--- config.mk ---
export PLATFORM = sky130hd
export DESIGN_NAME = dep_issue_sched
export DESIGN_NICKNAME = d
export VERILOG_FILES = /design/src/rtl/dis_pkg.sv /design/src/rtl/dis_datapath.sv /design/src/rtl/dis_control.sv /design/src/rtl/dep_issue_sched.sv
export SDC_FILE = /design/constraint.sdc
export NUM_CORES = 1
export LEC_CHECK = 0
export BUFFER_PORTS_ARGS = -buffer_cell sky130_fd_sc_hd__buf_4
export CAP_MARGIN = 25
export CORE_ASPECT_RATIO = 0.6
export CORE_MARGIN = 2
export CORE_UTILIZATION = 35
export CTS_CLUSTER_DIAMETER = 30
export CTS_CLUSTER_SIZE = 10
export DETAILED_ROUTE_END_ITERATION = 12
export GPL_TIMING_DRIVEN = 0
export HOLD_SLACK_MARGIN = 0.03
export SYNTH_ARGS = -nofsm -noshare
export SYNTH_HDL_FRONTEND = slang
export SYNTH_SLANG_ARGS = --single-unit
--- constraint.sdc ---
create_clock -name clk -period 4.8 [get_ports clk]
set_input_delay 0.24 -clock clk [delete_from_list [all_inputs] [get_ports clk]]
set_output_delay 0.24 -clock clk [all_outputs]
set_load 0.1 [all_outputs]
--- src/rtl/dis_pkg.sv ---
package dis_pkg;
  localparam int NUM_UNITS = 3;
  localparam int VEC_W     = NUM_UNITS - 1;
  localparam int OP_W      = 8;
  localparam int LAT_W     = 2;
  localparam int Q_DEPTH   = 4;   // power of two: pointers wrap naturally
  localparam int Q_AW      = $clog2(Q_DEPTH);
  localparam int CNT_W     = 2;
  localparam int CNT_MAX   = (1 << CNT_W) - 1;

  typedef struct packed {
    logic [OP_W-1:0]  op;
    logic [LAT_W-1:0] lat;
    logic [VEC_W-1:0] pre;
    logic [VEC_W-1:0] post;
  } qent_t;

  typedef struct packed {
    logic  vld;
    qent_t body;
  } slot_t;

  localparam int SLOT_W = $bits(slot_t);

  typedef struct packed {
    logic [NUM_UNITS-1:0] enq;
    logic [NUM_UNITS-1:0] issue;
  } strobe_t;

  // vector bit k of unit self -> unit index it names
  function automatic int otherUnit(int self, int k);
    return (k < self) ? k : k + 1;
  endfunction

  // unit index other -> vector bit inside unit self's vectors
  function automatic int vecBit(int self, int other);
    return (other < self) ? other : other - 1;
  endfunction
endpackage

--- src/rtl/dis_datapath.sv ---
module dis_datapath
  import dis_pkg::*;
(
  input  logic                                  clk,
  input  logic                                  rst,
  input  strobe_t                               stb,
  input  qent_t [NUM_UNITS-1:0]                 slotBody,
  output logic  [NUM_UNITS-1:0][OP_W-1:0]       headOp,
  output logic  [NUM_UNITS-1:0][VEC_W-1:0]      headPre,
  output logic  [NUM_UNITS-1:0]                 headValid,
  output logic  [NUM_UNITS-1:0]                 qFull,
  output logic  [NUM_UNITS-1:0]                 busy,
  output logic  [NUM_UNITS-1:0]                 doneNow,
  output logic  [NUM_UNITS-1:0][OP_W-1:0]       curOp,
  output logic  [NUM_UNITS-1:0][NUM_UNITS-1:0]  tokenAvail
);
  logic [NUM_UNITS-1:0][VEC_W-1:0] curPost;

  for (genvar u = 0; u < NUM_UNITS; u++) begin : g_unit
    qent_t            mem [Q_DEPTH];
    qent_t            head;
    logic [Q_AW-1:0]  rdPtr, wrPtr;
    logic [Q_AW:0]    count;
    logic             run;
    logic [LAT_W-1:0] rem;
    logic [OP_W-1:0]  op;
    logic [VEC_W-1:0] post;

    always_ff @(posedge clk) begin
      if (stb.enq[u]) mem[wrPtr] <= slotBody[u];
    end

    always_ff @(posedge clk) begin
      if (rst) begin
        rdPtr <= '0;
        wrPtr <= '0;
        count <= '0;
      end else begin
        if (stb.enq[u])   wrPtr <= wrPtr + 1'b1;
        if (stb.issue[u]) rdPtr <= rdPtr + 1'b1;
        count <= count + (Q_AW+1)'(stb.enq[u]) - (Q_AW+1)'(stb.issue[u]);
      end
    end

    assign head         = mem[rdPtr];
    assign headOp[u]    = head.op;
    assign headPre[u]   = head.pre;
    assign headValid[u] = (count != '0);
    assign qFull[u]     = (count == (Q_AW+1)'(Q_DEPTH));

    // fixed-latency execute slot
    always_ff @(posedge clk) begin
      if (rst) begin
        run <= 1'b0;
      end else if (stb.issue[u]) begin
        run  <= 1'b1;
        rem  <= head.lat;
        op   <= head.op;
        post <= head.post;
      end else if (doneNow[u]) begin
        run <= 1'b0;
      end else if (run) begin
        rem <= rem - 1'b1;
      end
    end

    assign busy[u]    = run;
    assign doneNow[u] = run && (rem == '0);
    assign curOp[u]   = op;
    assign curPost[u] = post;
  end

  // token counter for every ordered (producer, consumer) pair
  for (genvar p = 0; p < NUM_UNITS; p++) begin : g_prod
    for (genvar c = 0; c < NUM_UNITS; c++) begin : g_cons
      if (p == c) begin : g_self
        assign tokenAvail[p][c] = 1'b0;
      end else begin : g_pair
        localparam int PostBit = vecBit(p, c);
        localparam int PreBit  = vecBit(c, p);
        logic [CNT_W-1:0] cnt;
        logic inc, dec;
        assign inc = doneNow[p] && curPost[p][PostBit];
        assign dec = stb.issue[c] && headPre[c][PreBit];
        always_ff @(posedge clk) begin
          if (rst)                                         cnt <= '0;
          else if (inc && !dec && cnt != CNT_W'(CNT_MAX))  cnt <= cnt + 1'b1;
          else if (dec && !inc)                            cnt <= cnt - 1'b1;
        end
        assign tokenAvail[p][c] = (cnt != '0);
      end
    end
  end
endmodule

--- src/rtl/dis_control.sv ---
module dis_control
  import dis_pkg::*;
(
  input  logic                                 inValid,
  input  logic  [NUM_UNITS-1:0]                slotVld,
  input  logic  [NUM_UNITS-1:0]                headValid,
  input  logic  [NUM_UNITS-1:0][VEC_W-1:0]     headPre,
  input  logic  [NUM_UNITS-1:0]                busy,
  input  logic  [NUM_UNITS-1:0]                doneNow,
  input  logic  [NUM_UNITS-1:0]                qFull,
  input  logic  [NUM_UNITS-1:0][NUM_UNITS-1:0] tokenAvail,
  output strobe_t                              stb,
  output logic                                 inReady
);
  logic [NUM_UNITS-1:0] depsMet;

  always_comb begin
    inReady = ~|qFull;
    depsMet = '1;
    for (int u = 0; u < NUM_UNITS; u++) begin
      for (int k = 0; k < VEC_W; k++) begin
        if (headPre[u][k] && !tokenAvail[otherUnit(u, k)][u]) depsMet[u] = 1'b0;
      end
      stb.enq[u]   = inValid && inReady && slotVld[u];
      stb.issue[u] = headValid[u] && (!busy[u] || doneNow[u]) && depsMet[u];
    end
  end
endmodule

--- src/rtl/dep_issue_sched.sv ---
module dep_issue_sched
  import dis_pkg::*;
(
  input  logic                        clk,
  input  logic                        rst,
  input  logic                        inValid,
  input  logic [NUM_UNITS*SLOT_W-1:0] inWord,
  output logic                        inReady,
  output logic [NUM_UNITS-1:0]        issueValid,
  output logic [NUM_UNITS*OP_W-1:0]   issueOp,
  output logic [NUM_UNITS-1:0]        doneValid,
  output logic [NUM_UNITS*OP_W-1:0]   doneOp
);
  slot_t   [NUM_UNITS-1:0]                slotIn;
  qent_t   [NUM_UNITS-1:0]                slotBody;
  logic    [NUM_UNITS-1:0]                slotVld;
  strobe_t                                stb;
  logic    [NUM_UNITS-1:0][OP_W-1:0]      headOp, curOp;
  logic    [NUM_UNITS-1:0][VEC_W-1:0]     headPre;
  logic    [NUM_UNITS-1:0]                headValid, qFull, busy, doneNow;
  logic    [NUM_UNITS-1:0][NUM_UNITS-1:0] tokenAvail;

  assign slotIn = inWord;

  for (genvar u = 0; u < NUM_UNITS; u++) begin : g_split
    assign slotBody[u] = slotIn[u].body;
    assign slotVld[u]  = slotIn[u].vld;
  end

  dis_control u_ctrl (
    .inValid(inValid), .slotVld(slotVld), .headValid(headValid), .headPre(headPre),
    .busy(busy), .doneNow(doneNow), .qFull(qFull), .tokenAvail(tokenAvail),
    .stb(stb), .inReady(inReady)
  );

  dis_datapath u_dp (
    .clk(clk), .rst(rst), .stb(stb), .slotBody(slotBody), .headOp(headOp),
    .headPre(headPre), .headValid(headValid), .qFull(qFull), .busy(busy),
    .doneNow(doneNow), .curOp(curOp), .tokenAvail(tokenAvail)
  );

  assign issueValid = stb.issue;
  assign issueOp    = headOp;
  assign doneValid  = doneNow;
  assign doneOp     = curOp;
endmodule

==> metrics.json <==
{
  "synth_compound_gate_area_share": {"value": 0.0440},
  "dieArea": {"value": 30400, "unit": "µm²"},
  "drt_iter0_markers": {"value": 406},
  "number_of_buffers_created_by_cts": {"value": 41},
  "minimum_clock_period": {"value": 2860, "unit": "ps"},
  "nFillCells": {"value": 2441},
  "num_antenna_cells": {"value": 0},
  "setup_viol_count_final": {"value": 0},
  "worstHoldStart": {"value": "inWord[44]"},
  "synth-simple-area-share": {"value": 0.0735},
  "min_path_type": {"value": "input pin to register"},
  "layout.cells.most_common": {"value": "sky130_fd_sc_hd__edfxtp_1"},
  "htree_num_levels": {"value": 2},
  "run_status": {"value": "finished clean"},
  "yosys.area_share.xor_xnor": {"value": 0.0112},
  "die_h": {"value": 136, "unit": "µm"},
  "avgViaCountPerCell": {"value": 4.64},
  "yosysSeqAreaShare": {"value": 0.687},
  "floorplan.core_area": {"value": 28600, "unit": "µm²"},
  "synth-warning-count": {"value": 0},
  "post_cts_buffers": {"value": 0},
  "postSynthNetCount": {"value": 682},
  "clk_latency": {"value": 520, "unit": "ps"},
  "setup_tns": {"value": 0, "unit": "ps"},
  "timing.critical_path.cells": {"value": "buf_4, or3b_1, o22a_1, nand3_2, buf_4, inv_1, ha_1, inv_1, ha_1, fa_1, xnor2_1, xnor2_1, nor2_1"},
  "drive_gt1_frac": {"value": 0.332},
  "globalRouteOverflowTotal": {"value": 0},
  "slowest_stage": {"value": "sky130_fd_sc_hd__fa_1"},
  "power_per_cell_area": {"value": 602, "unit": "nW/µm²"},
  "critPathRequiredTime": {"value": 5170, "unit": "ps"},
  "post-route-drc-count": {"value": 0},
  "synth.lib_cells_used.distinct": {"value": 44},
  "placementRows": {"value": 48},
  "wire_length_after_detailed_routing": {"value": 20.1, "unit": "mm"},
  "most-common-layout-cells": {"value": "sky130_fd_sc_hd__edfxtp_1 (204), sky130_fd_sc_hd__buf_4 (135), sky130_fd_sc_hd__clkbuf_16 (43), sky130_fd_sc_hd__dfxtp_1 (42), sky130_fd_sc_hd__dlygate4sd3_1 (42)"},
  "multi_input_area": {"value": 2700, "unit": "µm²"},
  "ant_nets": {"value": 0},
  "floorplan.initialDensity": {"value": 0.354},
  "place.port_buffers": {"value": 102},
  "holdBufCountCts": {"value": 42},
  "timing_hold_violations_final": {"value": 0},
  "synth_area_per_cell": {"value": 16.6, "unit": "µm²"},
  "reg2reg_setup_slack": {"value": 1940, "unit": "ps"},
  "worstHoldPathCells": {"value": 4},
  "slew-limit-headroom": {"value": 0.443},
  "nNetsFinal": {"value": 872},
  "die_x": {"value": 224, "unit": "µm"},
  "fin_worst_hold_slack": {"value": 101, "unit": "ps"},
  "cell_at_the_root_of_the_clock_tree": {"value": "sky130_fd_sc_hd__clkbuf_16"},
  "final.period_utilization": {"value": 0.597},
  "dp_hpwl": {"value": 13.3, "unit": "mm"},
  "fmaxAchievable": {"value": 349, "unit": "MHz"},
  "cap_violations": {"value": 0},
  "rr_endpoint": {"value": "u_dp.g_unit[0].count[2]"},
  "rsz_0062_raised_after_global_routing": {"value": "false"},
  "grt_pass1_wl": {"value": 31.0, "unit": "mm"},
  "tightestPinTransition": {"value": 836, "unit": "ps"},
  "tritoncts": {"value": "yes"},
  "wl_per_cell": {"value": 16.7, "unit": "µm"},
  "placer_congestion": {"value": 0.739},
  "cpPeakStageDelay": {"value": 410, "unit": "ps"},
  "muxShareOfSynthArea": {"value": 0.105},
  "syn_to_final_growth": {"value": 29.9, "unit": "%"},
  "hold_path_end": {"value": "u_dp.g_unit[2].wrPtr[1]"},
  "ff2ff_path_depth": {"value": 13},
  "grt_max_degree": {"value": 15},
  "ioPinCount": {"value": 103},
  "antenna_found_initial": {"value": 0},
  "power.leakage": {"value": 4.76, "unit": "nW"},
  "maximum_net_fanout_on_the_critical_path": {"value": 10},
  "first_global_vias": {"value": 5594},
  "detailroute.via_count": {"value": 5592},
  "ir_drop": {"value": 0.311, "unit": "mV"},
  "setup.worst_path.end_class": {"value": "register"},
  "cts.clk_slew.worst_paths": {"value": 50, "unit": "ps"},
  "final-max-slew-violation-count": {"value": 0},
  "first_pass_iteration_count_of_the_detailed_router": {"value": 4},
  "timing_worst_setup_path_type": {"value": "register to register"},
  "mappedNetlistArea": {"value": 10100, "unit": "µm²"},
  "postCtsResizedCells": {"value": 0},
  "worst_ep_arrival_time": {"value": 3240, "unit": "ps"},
  "clock-skew-final": {"value": 17.2, "unit": "ps"},
  "track_usage": {"value": 0.134},
  "synthesis.instances": {"value": 610},
  "cts_max_path_buffers": {"value": 3},
  "share_of_synthesized_cell_area_in_full_adder_half_adder_and_majority_cells": {"value": 0.0318},
  "synth_top_family_by_area": {"value": "multiplexers"},
  "ff_latch_area": {"value": 6970, "unit": "µm²"},
  "ys_seq_elements": {"value": 246},
  "clkSinkCount": {"value": 246},
  "start_kind": {"value": "register"}
}
flip-flops by register name (all words and copies together), names as in the netlist, named ones only:
| register | cells |
|---|---|
| u_dp.g_unit.wrPtr | 6 |
| u_dp.g_unit.mem | 168 |
| u_dp.g_unit.rdPtr | 6 |
| u_dp.g_prod.g_cons.g_pair.cnt | 12 |
| u_dp.g_unit.count | 9 |
| u_dp.g_unit.op | 24 |
| u_dp.g_unit.rem | 6 |
| u_dp.g_unit.run | 3 |
| u_dp.g_unit.post | 6 |
synthesized netlist by cell type (all sizes together):
cell | number | area [µm²]
dfxtp | 42 | 841
and3 | 15 | 93.8
nand2 | 12 | 45.0
nor2b | 6 | 37.5
xnor2 | 11 | 96.3
or2 | 3 | 18.8
mux2 | 12 | 165
a21boi | 3 | 22.5
nand3 | 15 | 120
and2 | 6 | 37.5
ha | 21 | 263
nor4b | 1 | 23.8
or3b | 3 | 26.3
inv | 37 | 139
buf | 39 | 304
nand4 | 4 | 25.0
fa | 3 | 60.1
o31a | 3 | 26.3
mux2i | 9 | 90.1
clkbuf | 9 | 33.8
a22oi | 3 | 63.8
mux4 | 36 | 811
nor2 | 31 | 116
clkinv | 1 | 3.75
nor3b | 6 | 45.0
o22a | 3 | 26.3
nor3 | 10 | 50.1
o21ai | 2 | 10.0
xor2 | 2 | 17.5
a2111oi | 3 | 45.0
o221ai | 3 | 45.0
nand2b | 6 | 37.5
a21oi | 26 | 130
o31ai | 3 | 22.5
or3 | 11 | 68.8
a211oi | 6 | 55.1
edfxtp | 204 | 6130
critical path, delay by kind of cell (launching register included):
kind	cells	cell delay [ps]
XOR/XNOR	2	330
AND/OR/NAND/NOR	3	510
flip-flops	1	300
buffers and inverters	4	480
AO/OA/AOI/OAI	1	240
adder cells (fa/ha/maj)	3	860
metal layers:
| layer | vias to the layer above | part of all wire | global-route usage |
|---|---|---|---|
| li1 | 2682 | - | - |
| met1 | 2787 | 0.50 | 0.196 |
| met2 | 95 | 0.44 | 0.197 |
| met3 | 28 | 0.042 | 0.0300 |
| met4 | 0 | 0.016 | 0.0430 |
| met5 | - | 0 | 0 |
per-stage QoR:
step	cells	setup WS (ps)	util	area (µm²)	total power [mW]
2_1_floorplan	610	2000	-	10100	4.63
3_3_place_gp	1087	1900	0.397	11400	5.11
3_5_place_dp	1088	1910	0.398	11400	5.13
4_1_cts	1204	1900	0.460	13200	8.02
5_1_grt	1206	1760	0.460	13200	8.27
6_report	1206	1940	0.460	13200	7.93
report_power, final:
group	leakage (nW)	switching (mW)	internal [mW]	total (mW)
logic	1.92	1.61	0.823	2.43
registers	2.19	0.0894	2.58	2.67
clock network	0.654	0.977	1.85	2.83
total	4.76	2.68	5.26	7.93
area by class of cell:
type	count	area share
Tap cell	375	0.0356
Multi-Input combinational cell	278	0.204
Inverter	38	0.0108
Clock inverter	24	0.0192
Clock buffer	50	0.0836
Buffer	48	0.0256
Sequential cell	246	0.529
Timing Repair Buffer	147	0.0920
how the worst max path moves through the flow:
stage,from,to,slack (ps),cells after the start
detailed placement,u_dp.g_unit[1].count[2],u_dp.g_unit[1].mem[1][10],1910,4
global route,register,u_dp.g_unit[0].count[2],1760,13
global placement,u_dp.g_unit[1].count[2],u_dp.g_unit[1].mem[0][10],1900,4
floorplan,u_dp.g_unit[1].count[2],inReady,2000,2
finish,register,u_dp.g_unit[0].count[2],1940,13
CTS,u_dp.g_unit[1].count[2],u_dp.g_unit[1].mem[1][3],1900,4
cells by family after synthesis:
kind of cell | count (synthesis)
and+or+nand+nor | 129
adders and majority gates | 24
DFF | 246
AOI/OAI and AO/OA | 55
buffers and inverters | 86
xor gates and xnor gates | 13
muxes | 57
No activity file was read; power rests on OpenSTA's default activity.
